### config.mk
export PLATFORM = sky130hd
export DESIGN_NAME = alu_ctl_top
export DESIGN_NICKNAME = d
export VERILOG_FILES = /design/src/rtl/alu_ctl_pkg.sv /design/src/rtl/alu_op_decoder.sv /design/src/rtl/alu_addsub.sv /design/src/rtl/alu_core.sv /design/src/rtl/alu_ctl_top.sv
export SDC_FILE = /design/constraint.sdc
export NUM_CORES = 1
export LEC_CHECK = 0
export BUFFER_PORTS_ARGS = -buffer_cell sky130_fd_sc_hd__buf_2
export CAP_MARGIN = 20
export CORE_ASPECT_RATIO = 1.5
export CORE_MARGIN = 2
export CORE_UTILIZATION = 50
export DETAILED_ROUTE_END_ITERATION = 8
export GPL_ROUTABILITY_DRIVEN = 0
export PLACE_DENSITY_LB_ADDON = 0.2
export SLEW_MARGIN = 40
export SYNTH_ARGS = -nofsm -noshare
export SYNTH_HDL_FRONTEND = slang
export SYNTH_SLANG_ARGS = --single-unit
### constraint.sdc
create_clock -name vclk -period 6.1
set_clock_uncertainty 0.2 [all_clocks]
set_input_delay 0.61 -clock vclk [all_inputs]
set_output_delay 0.61 -clock vclk [all_outputs]
set_load 0.01 [all_outputs]
### src/rtl/alu_ctl_pkg.sv
package alu_ctl_pkg;

   // 3-bit operation select; values matter to the decoder and the ALU
   typedef enum logic [2:0] {
      OP_AND = 3'b000,
      OP_OR  = 3'b001,
      OP_ADD = 3'b010,
      OP_SUB = 3'b110,
      OP_SLT = 3'b111
   } alu_sel_e;

   // instruction class driven by the main controller
   localparam logic [1:0] CLS_MEMORY = 2'b00;
   localparam logic [1:0] CLS_BRANCH = 2'b01;
   localparam logic [1:0] CLS_REGOP  = 2'b10;
   localparam logic [1:0] CLS_SPARE  = 2'b11;

   // function field codes decoded under CLS_REGOP
   localparam logic [5:0] FN_ADD = 6'h20;
   localparam logic [5:0] FN_SUB = 6'h22;
   localparam logic [5:0] FN_AND = 6'h24;
   localparam logic [5:0] FN_OR  = 6'h25;
   localparam logic [5:0] FN_SLT = 6'h2A;

endpackage

### src/rtl/alu_op_decoder.sv
module alu_op_decoder
   import alu_ctl_pkg::*;
(
   input  logic [1:0] op_class_i,
   input  logic [5:0] funct_i,
   output alu_sel_e   sel_o
);

   always_comb begin
      unique case (op_class_i)
         CLS_MEMORY: sel_o = OP_ADD;
         CLS_BRANCH: sel_o = OP_SUB;
         CLS_REGOP: begin
            case (funct_i)
               FN_ADD:  sel_o = OP_ADD;
               FN_SUB:  sel_o = OP_SUB;
               FN_AND:  sel_o = OP_AND;
               FN_OR:   sel_o = OP_OR;
               FN_SLT:  sel_o = OP_SLT;
               default: sel_o = OP_ADD;
            endcase
         end
         default: sel_o = OP_ADD;
      endcase

      AST_MEM_CLASS_ADDS : assert (op_class_i != CLS_MEMORY || sel_o == OP_ADD) else $error("memory class not add");
      AST_BRANCH_CLASS_SUBS : assert (op_class_i != CLS_BRANCH || sel_o == OP_SUB) else $error("branch class not sub");
      AST_SPARE_CLASS_ADDS : assert (op_class_i != CLS_SPARE || sel_o == OP_ADD) else $error("spare class not add");
   end

endmodule

### src/rtl/alu_addsub.sv
module alu_addsub #(
   parameter int WIDTH       = 32,
   parameter int ADDER_STYLE = 0    // 0: inferred adder, 1: explicit ripple chain
) (
   input  logic [WIDTH-1:0] a_i,
   input  logic [WIDTH-1:0] b_i,
   input  logic             sub_i,
   output logic [WIDTH-1:0] sum_o,
   output logic             ovf_o
);

   localparam int MSB = WIDTH - 1;

   logic [WIDTH-1:0] b_eff;
   assign b_eff = b_i ^ {WIDTH{sub_i}};

   generate
      if (ADDER_STYLE == 0) begin : g_inferred
         logic carry_out;
         assign {carry_out, sum_o} = {1'b0, a_i} + {1'b0, b_eff} + {{WIDTH{1'b0}}, sub_i};
      end else begin : g_ripple
         logic [WIDTH:0] carry;
         assign carry[0] = sub_i;
         for (genvar i = 0; i < WIDTH; i++) begin : g_bit
            assign sum_o[i]   = a_i[i] ^ b_eff[i] ^ carry[i];
            assign carry[i+1] = (a_i[i] & b_eff[i]) | (carry[i] & (a_i[i] ^ b_eff[i]));
         end
      end
   endgenerate

   // two's-complement overflow: like-signed inputs, differently signed sum
   assign ovf_o = (a_i[MSB] == b_eff[MSB]) && (sum_o[MSB] != a_i[MSB]);

   always_comb begin
      AST_EQUAL_DIFF_ZERO : assert (!(sub_i && a_i == b_i) || sum_o == '0) else $error("a-a not zero");
      AST_ADD_ZERO_ID : assert (sub_i || b_i != '0 || sum_o == a_i) else $error("a+0 not a");
   end

endmodule

### src/rtl/alu_core.sv
module alu_core
   import alu_ctl_pkg::*;
#(
   parameter int WIDTH       = 32,
   parameter int ADDER_STYLE = 0
) (
   input  alu_sel_e         sel_i,
   input  logic [WIDTH-1:0] a_i,
   input  logic [WIDTH-1:0] b_i,
   output logic [WIDTH-1:0] result_o
);

   localparam int MSB = WIDTH - 1;

   logic             use_sub;
   logic [WIDTH-1:0] arith;
   logic             ovf;
   logic             signed_lt;
   logic [WIDTH-1:0] and_bits;
   logic [WIDTH-1:0] or_bits;

   assign use_sub = (sel_i == OP_SUB) || (sel_i == OP_SLT);

   alu_addsub #(
      .WIDTH      (WIDTH),
      .ADDER_STYLE(ADDER_STYLE)
   ) u_addsub (
      .a_i  (a_i),
      .b_i  (b_i),
      .sub_i(use_sub),
      .sum_o(arith),
      .ovf_o(ovf)
   );

   // sign of the difference, flipped when the subtraction overflowed
   assign signed_lt = arith[MSB] ^ ovf;

   generate
      for (genvar i = 0; i < WIDTH; i++) begin : g_logic_lane
         assign and_bits[i] = a_i[i] & b_i[i];
         assign or_bits[i]  = a_i[i] | b_i[i];
      end
   endgenerate

   always_comb begin
      case (sel_i)
         OP_AND:  result_o = and_bits;
         OP_OR:   result_o = or_bits;
         OP_ADD:  result_o = arith;
         OP_SUB:  result_o = arith;
         OP_SLT:  result_o = {{(WIDTH-1){1'b0}}, signed_lt};
         default: result_o = '0;
      endcase

      AST_AND_SUBSET : assert (sel_i != OP_AND || (result_o & ~a_i) == '0) else $error("and sets bit absent in a");
      AST_OR_SUPERSET : assert (sel_i != OP_OR || (a_i & ~result_o) == '0) else $error("or drops bit of a");
      AST_SLT_ZERO_EXT : assert (sel_i != OP_SLT || result_o[WIDTH-1:1] == '0) else $error("slt upper bits set");
   end

endmodule

### src/rtl/alu_ctl_top.sv
module alu_ctl_top
   import alu_ctl_pkg::*;
#(
   parameter int WIDTH       = 32,
   parameter int ADDER_STYLE = 0
) (
   input  logic [1:0]       op_class_i,
   input  logic [5:0]       funct_i,
   input  logic [WIDTH-1:0] opnd_a_i,
   input  logic [WIDTH-1:0] opnd_b_i,
   output logic [2:0]       alu_sel_o,
   output logic [WIDTH-1:0] result_o,
   output logic             zero_o
);

   generate
      if (WIDTH < 2) begin : g_bad_width
         $error("alu_ctl_top: WIDTH must be at least 2");
      end
      if (ADDER_STYLE != 0 && ADDER_STYLE != 1) begin : g_bad_style
         $error("alu_ctl_top: ADDER_STYLE must be 0 or 1");
      end
   endgenerate

   alu_sel_e sel;

   alu_op_decoder u_decoder (
      .op_class_i(op_class_i),
      .funct_i   (funct_i),
      .sel_o     (sel)
   );

   alu_core #(
      .WIDTH      (WIDTH),
      .ADDER_STYLE(ADDER_STYLE)
   ) u_core (
      .sel_i   (sel),
      .a_i     (opnd_a_i),
      .b_i     (opnd_b_i),
      .result_o(result_o)
   );

   assign alu_sel_o = sel;
   assign zero_o    = ~|result_o;

   always_comb begin
      AST_BRANCH_EQ_ZERO : assert (!(op_class_i == CLS_BRANCH && opnd_a_i == opnd_b_i) || zero_o) else $error("equal branch operands without zero");
   end

endmodule

==> reports/qor.csv <==
metric,value,unit
switching power of the nets,395,uW
initial drt markers,293,
critical path launch point type,input port,
Die W,71.3,um
hold crit path type,in -> out,
Mean Syn Cell Area,6.75,um^2
vias in the first global route,4304,
Synthesized Nets,612,
"most common cell after layout, fill and taps aside",buf_2,
initial antenna violation count,0,
vias per cell,6.48,
placed instance count,696,
RSZ-0062 raised after global routing,true,
Tmin final,6.03,ns
sequential share of power,0,
Leak,2.09,nW
status,"complete, no violations",
Hold Path End,result_o[29],
Clock buffer cells,0,
Place WS,-0.0617,ns
final wirelength,12800,um
WHS,1.41,ns
Max-Cap Viols,0,
detailed-route via count,4555,
Required @ worst endpoint,5.29,ns
diodes inserted,0,
wire per inst,18.2,um
post-synthesis instance area,0.00340,mm^2
Worst Tran Pin Value,0.835,ns
Setup CP Type,in -> out,
die footprint,0.00748,mm^2
Initial Util,0.520,
Pre-Repair DR Iteration Count,5,
YS warnings,0,
"Area growth, synth to finish",29.1,%
Total GRT Usage,0.309,
Final period util,0.989,
Final Max Slew Viols,0,
clock power share,0,
Cell Rows,36,
fin nets,738,
first-pass GRT wire length,19400,um
PortBufs,108,
Worst Min Path Start,opnd_b_i[29],
sequential area share after synthesis,0,
register area,0,um^2
Max Freq,166,MHz
relative slew slack,0.443,
Post-Syn Instances,503,
final cell count without fillers,703,
die height,105,um
core footprint,0.00653,mm^2
total grt overflow,0,
most frequent cells in the layout,"buf_2 (108), a21oi_1 (47), nand2_1 (47), o21ai_0 (41)",
detailed placement HPWL,10000,um
DRC,0,
Worst setup EP type,output port,
Post-DRT Antenna Nets,0,
Yosys cell types,77,
combinational share of power,1.000,
largest net degree at the start of global routing,29,
count of final setup violators,0,
crit path max fanout,6,
VDD IR-drop max,0.0887,mV
Internal,296,uW
WHS Path Cells,4,
Switching Share,0.572,
"Hold Violations, Final",0,
Ports,108,
setup_tns,0,ns
final setup margin,0.0692,ns
Worst EP arrival,5.22,ns
Cell Pwr Density,158,mW/mm^2
sequential cells,0,
layout cells sized above 1,0.293,
## final cells by class
type               instances  area (um^2)
well taps                 76         95.1
repair buffers           144          858
inverters                 27          104
multi-input cells        456         3330
fillers                  617         2150
## critical path, cell delays in order
cell and delay, ns:
buf_2 0.12, nor3b_2 0.22, a31oi_2 0.13, or2_4 0.33, buf_12 0.17, xnor2_2 0.12, ha_1 0.37, o211ai_1 0.20
a21oi_4 0.06, or3_1 0.37, a32o_2 0.29, nor3b_2 0.18, nand4b_1 0.18, or4_4 0.46, or4_4 0.50, or4_4 0.43
nor4bb_2 0.28, buf_2 0.17
## power groups by stage
stage / Clock, mW / Combinational, mW / Sequential (mW)
6_report: 0 / 0.692 / 0
5_1_grt: 0 / 0.743 / 0
4_1_cts: 0 / 0.646 / 0
3_5_place_dp: 0 / 0.639 / 0
3_3_place_gp: 0 / 0.632 / 0
2_1_floorplan: 0 / 0.417 / 0
## what timing repair did
item                       CTS  global route
gates cloned                 0             2
pin swaps                    1            16
resized for setup            3            23
buffers inserted             1             4
setup endpoints to repair    1             1
hold buffers                 0             0
## stage by stage
step,cell area [um^2],power (mW),utilization
after floorplan,3410,0.417,-
after global placement,4180,0.632,0.640
after detailed placement,4180,0.639,0.640
after CTS,4200,0.646,0.644
after global routing,4380,0.743,0.671
final,4380,0.692,0.671
## Yosys cell counts, types with 3 or more instances
master     count  area (um^2)
nor3b_1        4         30.0
a31oi_1        8         50.1
ha_1          36          450
a21o_1        23          173
nand2b_1       5         31.3
a22oi_1        6         45.0
nand4_1        8         50.1
o21bai_1       4         30.0
xnor2_1       39          342
a22o_1         4         35.0
a211o_1        3         26.3
o2111ai_1      5         43.8
nor2b_1        5         31.3
clkbuf_1      14         52.6
buf_1          3         11.3
o211ai_1       8         60.1
xor2_1        10         87.6
nand3_1       13         65.1
a311oi_1       3         26.3
maj3_1         8         80.1
o221ai_1       3         26.3
or4_1          5         37.5
or2_2          3         18.8
nor2_1        37          139
and2_1         6         37.5
a21oi_1       50          250
inv_1         25         93.8
nor3_1         4         20.0
o21ai_0       44          220
a222oi_1       5         50.1
a21boi_0       3         22.5
a221oi_1       3         26.3
nand2_1       47          176
or3_1          3         18.8
## metal layers
metal	track usage	vias to the layer above	wire length [um]
met5	0	-	0
met4	0.137	0	718
met3	0.0125	61	874
met2	0.578	230	6500
met1	0.351	2096	4690
li1	-	2168	-
## worst max-delay path by stage
stage / start / to / slack, ns / cells past startpoint
floorplan: op_class_i[0] / zero_o / 0.01 / 19
global route: funct_i[0] / zero_o / -0.1 / 18
CTS: op_class_i[0] / zero_o / 0.02 / 19
detailed placement: op_class_i[0] / zero_o / -0.06 / 19
finish: funct_i[0] / zero_o / 0.07 / 18
global placement: funct_i[2] / zero_o / 0.08 / 18
## kinds of logic (layout without fill, tap and decap cells)
group	Yosys count	in the layout	synth area share
AO/OA/AOI/OAI	203	203	0.407
XOR/XNOR	49	49	0.126
adder cells (fa/ha/maj)	47	47	0.169
buffers and inverters	47	171	0.0575
multiplexers	1	1	0.00295
AND/OR/NAND/NOR	156	156	0.238
Note: power is estimated with default switching activity, not from simulation.
